===== config.mk =====
export PLATFORM = sky130hd
export DESIGN_NAME = uart_tx_flow
export DESIGN_NICKNAME = d
export VERILOG_FILES = /design/src/rtl/uart_flow_pkg.sv /design/src/rtl/uart_txc.sv /design/src/rtl/uart_rts_ctl.sv /design/src/rtl/uart_chan_route.sv /design/src/rtl/uart_tx_flow.sv
export SDC_FILE = /design/constraint.sdc
export NUM_CORES = 1
export LEC_CHECK = 0
export BUFFER_PORTS_ARGS = -buffer_cell sky130_fd_sc_hd__buf_2
export CAP_MARGIN = 30
export CORE_UTILIZATION = 40
export DETAILED_ROUTE_END_ITERATION = 10
export PLACE_DENSITY = 0.73
export SYNTH_ARGS = -nofsm -noshare
export SYNTH_HDL_FRONTEND = slang
export SYNTH_HIERARCHICAL = 1
export SYNTH_SLANG_ARGS = --single-unit

===== constraint.sdc =====
create_clock -name clk -period 1.8 [get_ports clk]
set_input_delay 0.45 -clock clk [delete_from_list [all_inputs] [get_ports clk]]
set_output_delay 0.45 -clock clk [all_outputs]
set_load 0.03 [all_outputs]

===== src/rtl/uart_flow_pkg.sv =====
package uart_flow_pkg;
    typedef enum logic [1:0] {
        CH_NORMAL = 2'b00,
        CH_ECHO   = 2'b01,
        CH_LOCAL  = 2'b10,
        CH_REMOTE = 2'b11
    } chan_mode_e;
endpackage


===== src/rtl/uart_txc.sv =====
// Holding register plus frame shifter. The shifter only loads on a tick.
module uart_txc #(
    parameter int DATA_BITS     = 8,
    parameter int TICKS_PER_BIT = 16
) (
    input  logic                 clk,
    input  logic                 rst_n,
    input  logic [DATA_BITS-1:0] wr_data,
    input  logic                 wr_valid,
    output logic                 wr_ready,
    input  logic                 baud_tick,
    input  logic                 start_ok,
    output logic                 line,
    output logic                 drained
);
    localparam int FRAME_BITS = DATA_BITS + 2;
    localparam int BW = $clog2(FRAME_BITS);
    localparam int SW = $clog2(TICKS_PER_BIT);
    localparam logic [BW-1:0] LAST_BIT = BW'(FRAME_BITS - 1);
    localparam logic [SW-1:0] LAST_SUB = SW'(TICKS_PER_BIT - 1);

    typedef struct packed {
        logic                 hold_vld;
        logic [DATA_BITS-1:0] hold;
        logic                 busy;
        logic [DATA_BITS-1:0] shreg;
        logic [BW-1:0]        bitn;
        logic [SW-1:0]        sub;
    } txc_state_t;

    txc_state_t s_d, s_q;
    logic accept, at_end;

    always_comb begin
        s_d    = s_q;
        accept = wr_valid && !s_q.hold_vld;
        at_end = s_q.busy && (s_q.bitn == LAST_BIT) && (s_q.sub == LAST_SUB);
        if (baud_tick) begin
            if (!s_q.busy || at_end) begin
                if (s_q.hold_vld && start_ok) begin
                    s_d.busy     = 1'b1;
                    s_d.shreg    = s_q.hold;
                    s_d.bitn     = '0;
                    s_d.sub      = '0;
                    s_d.hold_vld = 1'b0;
                end else begin
                    s_d.busy = 1'b0;
                end
            end else if (s_q.sub == LAST_SUB) begin
                s_d.sub  = '0;
                s_d.bitn = s_q.bitn + BW'(1);
                if (s_q.bitn != '0) s_d.shreg = s_q.shreg >> 1;
            end else begin
                s_d.sub = s_q.sub + SW'(1);
            end
        end
        if (accept) begin
            s_d.hold_vld = 1'b1;
            s_d.hold     = wr_data;
        end
    end

    always_ff @(posedge clk or negedge rst_n) begin
        if (!rst_n) s_q <= '0;
        else        s_q <= s_d;
    end

    assign wr_ready = !s_q.hold_vld;
    assign drained  = !s_q.busy && !s_q.hold_vld && !accept;
    assign line     = !s_q.busy            ? 1'b1 :
                      (s_q.bitn == '0)     ? 1'b0 :
                      (s_q.bitn == LAST_BIT) ? 1'b1 : s_q.shreg[0];
endmodule


===== src/rtl/uart_rts_ctl.sv =====
// RTS flop: software set, automatic release one bit time after drain.
module uart_rts_ctl #(
    parameter int TICKS_PER_BIT = 16
) (
    input  logic clk,
    input  logic rst_n,
    input  logic baud_tick,
    input  logic rts_set,
    input  logic auto_ok,
    input  logic drained,
    output logic rts
);
    localparam int SW = $clog2(TICKS_PER_BIT);
    localparam logic [SW-1:0] LAST_SUB = SW'(TICKS_PER_BIT - 1);

    typedef struct packed {
        logic          rts;
        logic [SW-1:0] cnt;
    } rts_state_t;

    rts_state_t r_d, r_q;

    always_comb begin
        r_d = r_q;
        if (!auto_ok || !drained || !r_q.rts) begin
            r_d.cnt = '0;
        end else if (baud_tick) begin
            if (r_q.cnt == LAST_SUB) begin
                r_d.rts = 1'b0;
                r_d.cnt = '0;
            end else begin
                r_d.cnt = r_q.cnt + SW'(1);
            end
        end
        if (rts_set) r_d.rts = 1'b1;
    end

    always_ff @(posedge clk or negedge rst_n) begin
        if (!rst_n) r_q <= '0;
        else        r_q <= r_d;
    end

    assign rts = r_q.rts;
endmodule


===== src/rtl/uart_chan_route.sv =====
module uart_chan_route
    import uart_flow_pkg::*;
(
    input  logic [1:0] chan_mode,
    input  logic       tx_line,
    input  logic       rxd,
    output logic       txd,
    output logic       rx_path
);
    chan_mode_e mode;

    always_comb begin
        mode = chan_mode_e'(chan_mode);
        unique case (mode)
            CH_NORMAL: begin txd = tx_line; rx_path = rxd;     end
            CH_ECHO:   begin txd = rxd;     rx_path = rxd;     end
            CH_LOCAL:  begin txd = 1'b1;    rx_path = tx_line; end
            default:   begin txd = rxd;     rx_path = 1'b1;    end
        endcase
    end
endmodule


===== src/rtl/uart_tx_flow.sv =====
module uart_tx_flow #(
    parameter int DATA_BITS     = 8,
    parameter int TICKS_PER_BIT = 16
) (
    input  logic                 clk,
    input  logic                 rst_n,
    input  logic [DATA_BITS-1:0] wr_data,
    input  logic                 wr_valid,
    output logic                 wr_ready,
    input  logic                 baud_tick,
    input  logic                 cts,
    input  logic                 auto_cts_en,
    input  logic                 auto_rts_en,
    input  logic                 rx_rts_en,
    input  logic                 rts_set,
    output logic                 rts,
    input  logic [1:0]           chan_mode,
    input  logic                 rxd,
    output logic                 txd,
    output logic                 rx_path
);
    logic start_ok, auto_ok, tx_line, drained;

    assign start_ok = !auto_cts_en || cts;
    // Both sides claiming RTS is illegal: automatic release is disabled.
    assign auto_ok  = auto_rts_en && !rx_rts_en;

    uart_txc #(.DATA_BITS(DATA_BITS), .TICKS_PER_BIT(TICKS_PER_BIT)) u_txc (
        .clk(clk), .rst_n(rst_n), .wr_data(wr_data), .wr_valid(wr_valid),
        .wr_ready(wr_ready), .baud_tick(baud_tick), .start_ok(start_ok),
        .line(tx_line), .drained(drained)
    );

    uart_rts_ctl #(.TICKS_PER_BIT(TICKS_PER_BIT)) u_rts (
        .clk(clk), .rst_n(rst_n), .baud_tick(baud_tick), .rts_set(rts_set),
        .auto_ok(auto_ok), .drained(drained), .rts(rts)
    );

    uart_chan_route u_route (
        .chan_mode(chan_mode), .tx_line(tx_line), .rxd(rxd),
        .txd(txd), .rx_path(rx_path)
    );
endmodule


======== Word-level counts from Yosys, hierarchy flattened ========
Index checks and enable logic that the tools add are counted.
storage, ports and cells
  bits in registers ....................... 31
  input port bits ......................... 20
  output and inout bits ................... 4
  logic and storage cells ................. 76
cells by class
  add/sub/neg operators ................... 3
  equal/unequal tests ..................... 7
  multiplexer cells ....................... 21
  reduce and logical (&&, ||, !) cells .... 37
operators with widths
  kind                                                             number
  16-bit 2-to-1 mux                                                2
  2-bit nonzero test                                               8
  4-bit by 1-bit adder with 4-bit output, second input constant    3
  4-bit == test, second input constant                             3
  12-bit 2-to-1 mux                                                1
  4-bit 2-to-1 mux                                                 3
  1-bit 2-to-1 mux                                                 10
  9-bit 2-to-1 mux                                                 1
  3-bit AND reduction                                              3
  1-bit logical NOT                                                8
  8-bit 2-to-1 mux                                                 1
  1-bit logical AND                                                7
  5-bit 2-to-1 mux                                                 1
  4-bit logical NOT                                                1
  1-bit logical OR                                                 4
  2-bit != test, second input constant                             2
  1-bit case mux with 2 select lines                               2
  2-bit AND reduction                                              2
  4-bit AND reduction                                              1
  4-bit nonzero test                                               1
  2-bit by 1-bit == test with 1-bit output, second input constant  1
  2-bit == test, second input constant                             1
  2-bit logical NOT                                                1
  2-bit OR reduction                                               1

======== Logic depth before layout (Yosys ltp) ========
  depth after elaboration ................. 9
  depth in mapped cells ................... 7

======== By module ========
Netlist, hierarchy kept.
modules (own cells, without submodules)
  module           instances  cells each  area each (um2)  sequential area each (um2)
  uart_txc         1          109         1325.0           650.6
  uart_rts_ctl     1          25          265.3            125.1
  uart_chan_route  1          6           25.0             0.0
  uart_tx_flow     1          2           20.0             0.0

======== Worst setup path before layout ========
OpenSTA, ideal clock, no wires.
  path type ............................... reg2out
  start ................................... reg u_txc/s_q[4] (netlist name)
  end ..................................... out rx_path
  arrival time ............................ 1523 ps
  setup slack ............................. -173 ps
  stages on the path, launching flop included .. 8
  path buffers ............................ 0
  cells stage by stage .................... dfrtp_1 inv_1 ha_1 nand2b_1 a21oi_1 o21ai_0 nor2_1 a21oi_1
on the way
  word-level cells in the longest chain between the ends .. 5
  elaborated cells on any way between the ends .. 6
  those cells by class .................... eq/ne: 1; mux: 4; reduce/logical: 1
RTL lines
  element                                 line                   source
  from (decl)                             uart_txc.sv:31         txc_state_t s_d, s_q;
  from (signal assigned)                  uart_txc.sv:64         if (!rst_n) s_q <= '0;
  from (signal assigned)                  uart_txc.sv:65         else s_q <= s_d;
  4-bit == test                           uart_txc.sv:72         (s_q.bitn == LAST_BIT) ? 1'b1 : s_q.shreg[0];
  1-bit 2-to-1 mux                        uart_txc.sv:72
  1-bit 2-to-1 mux (*)                    uart_txc.sv:71         (s_q.bitn == '0) ? 1'b0 :
  1-bit 2-to-1 mux (*)                    uart_txc.sv:70         assign line = !s_q.busy ? 1'b1 :
  via tx_line                             uart_tx_flow.sv:22     logic start_ok, auto_ok, tx_line, drained;
  1-bit case mux with 2 select lines (*)  uart_chan_route.sv:14  unique case (mode)
  to (decl)                               uart_tx_flow.sv:20     output logic rx_path
The timed path passes the listed nets; every way through them passes the cells marked *.

======== Final worst setup path ========
  start ................................... reg u_txc/s_q[5] (netlist name)
  end ..................................... out rx_path
Same word-level chain as after synthesis.

==> impl_results.md <==
- Synthesized flop and latch total: 31
- Peak supply drop: 0.709 mV
- F_max: 0.498 GHz
- Hold Fails Final Rpt: 0
- Fin crit share: 111%
- Clock latency on the worst-skew pair: 280 ps
- Initial core utilization: 43.1%
- Grt total ovfl: 0
- FFs w/ async S/R, synth: 100%
- Failing checks: negative setup slack
- CTS tree: built
- Drt first-iter violations: 67
- DR pass1 iterations: 7
- Finished Layout Cells: 235
- Worst reg2reg path depth: 11
- Slew Limit Fails: 0
- Clk sinks: 31
- RSZ-0062 raised after global routing: yes
- Placed Instances: 223
- Routed Antenna Nets: 0
- Worst stage delay on the critical path: 390 ps
- Hpwl dp: 2.36 mm
- Wire length per cell: 14.0 um
- Hold WC Path Type: input pin to asynchronous set/reset pin
- Clk pin slew, worst setup/hold paths: 70 ps
- Deepest clock path buffer count: 2
- Critical Path AT: 1560 ps
- Power, Total: 0.00304 W
- Core Box Area: 0.00380 mm2
- GRT Resource Usage Total: 17.9%
- Worst-path cell chain: inv_2, ha_2, a21oi_1, o21ai_2, nor2_1, a21oi_2, buf_6
- Leakage power: 0.945 nW
- H-tree depth: 2
- FF-to-FF setup slack: -140 ps
- FF-to-FF End: u_txc/s_q[11]
- Area growth, synth to finish: 28.7%
- Crit start category: flip-flop
- Worst setup margin: -206 ps
- Syn. warnings: 6
- Worst clock skew: 4.80 ps
- Most frequent cells in the layout: dfrtp_1 (31), mux2_2 (22), buf_2 (21)
- Cts bufs inserted: 5
- Slowest cell on crit path: dfrtp_1
- DR DRC count: 0
- Placed cell areas: 0.00191 mm2
- R2R Path Start: u_txc/s_q[5]
- Crit path time final: 2010 ps
- DIE AREA: 0.00435 mm2
- Power Density: 1440 mW/mm2
- Slew margin rel.: 54.0%
- Vias per cell: 5.29
- Final Cell Area: 0.00210 mm2
- Via count: 1244
- Die Ht: 65.9 um
- Largest delay share family, worst path: flip-flops
- Layout cells sized above 1: 49.7%
- Initial antenna violation count: 0
- Vias in the first global route: 1295
- Count of input and output buffers: 23
- Crit end category: output pin
- Prevailing post-synth register cell: dfrtp_1
- Worst Tran Pin Value: 690 ps
- CP max FO: 3
- Post-synth EDFFs: 0
- Buf+Inv Stages, Crit Path: 2
- Io pins: 24
- Cells after Synth: 142
- Die X: 65.9 um
- RePlAce Congestion: 0.820
- WL final: 3.29 mm
- ANT cells: 0
- Mapped cell area: 0.00164 mm2
- Outcome: finished, violations left
- Distinct cell type count after synthesis: 39
- Syn Area/Cell: 11.5 um2
- Net count after synthesis: 167
- Num rows: 22
- Crit Path Class: flip-flop to output pin
- Final setup fails: 9
- Critical Path RT: 1350 ps
- Post-CTS Hold Buffers: 0
- First-pass GRT wire length: 5.76 mm
- Largest net degree at the start of global routing: 32
- Max-Cap Viols: 0
- Commonest non-fill, non-tap cell in the layout: dfrtp_1
- Final nets: 211
- Post-synthesis sequential area ratio: 47.4%
- Root Driver: clkbuf_8
## through the flow
stage | setup TNS [ps] | utilization, % | worst slack, ps | hold WS [ps]
after detailed placement | -486 | 50.3 | -105 | 494
after global placement | -43.5 | 50.3 | -35.6 | 469
final | -1350 | 55.4 | -206 | 214
after global routing | -2190 | 55.4 | -292 | 250
after floorplan | -8.14 | - | -8.14 | 154
after CTS | -1640 | 54.6 | -252 | 232
## area by class of cell
| cell class | count | area (um2) |
|---|---|---|
| fill | 330 | 1690 |
| multi-input combinational | 101 | 857 |
| sequential | 31 | 776 |
| timing repair buffer | 40 | 268 |
| clock buffer | 6 | 82.6 |
| tap | 48 | 60.1 |
| clock inverter | 2 | 35.0 |
| inverter | 7 | 26.3 |
## cells by family after synthesis
family / count (synthesis) / share of synthesized area [%]
compound gates: 24 / 10.9
xor+xnor: 1 / 0.536
fa+ha+maj: 5 / 3.83
buf+inv: 10 / 3.21
flops: 31 / 47.4
mux: 25 / 17.0
simple gates: 46 / 17.1
## power by group
group	switching (W)	internal (W)	total, W
clock	0.000254	0.000447	0.000701
combinational	0.000518	0.000683	0.00120
sequential	0.000195	0.000943	0.00114
## routing by layer
metal | up-vias | track usage [%] | routed length, um
met4 | 0 | 7.45 | 37
met3 | 4 | 5.34 | 182
met2 | 40 | 29.5 | 1570
li1 | 601 | - | -
met5 | - | 0 | 0
met1 | 599 | 21.6 | 1490
## worst max-delay path by stage
stage / start / endpoint / slack [ps] / depth (start not counted)
floorplan: u_txc/s_q[4] / rx_path / -8 / 7
global placement: u_txc/s_q[4] / rx_path / -40 / 8
detailed placement: u_txc/s_q[4] / rx_path / -100 / 8
CTS: u_txc/s_q[4] / rx_path / -250 / 8
global route: u_txc/s_q[5] / rx_path / -290 / 7
finish: u_txc/s_q[5] / rx_path / -210 / 7
## sequential cells by signal (all words and copies together), names as in the netlist
name       cells
u_txc/s_q     26
u_rts/r_q      4
u_rts/rts      1
## synthesized netlist by cell type, types with 2 or more instances
cell type / n / area, um2
dfrtp_1: 31 / 776
mux2_2: 22 / 248
nor2_1: 10 / 37.5
nand3_1: 9 / 45.0
inv_1: 7 / 26.3
a21oi_1: 6 / 30.0
nand2_1: 6 / 22.5
ha_1: 5 / 62.6
nand2b_1: 4 / 25.0
mux2i_1: 3 / 30.0
o21ai_0: 3 / 15.0
o2bb2ai_1: 3 / 26.3
buf_6: 2 / 22.5
nand4_1: 2 / 12.5
nor3_1: 2 / 10.0
nor3b_1: 2 / 15.0
o21ai_1: 2 / 10.0
o21ai_2: 2 / 17.5
## repair_timing
item | in CTS | in global routing
buffers inserted | 3 | 1
setup endpoints to repair | 9 | 10
gates resized for setup | 10 | 4
hold endpoints to repair | 0 | 0
pin swaps | 4 | 5
(Power assumes the default switching activity.)
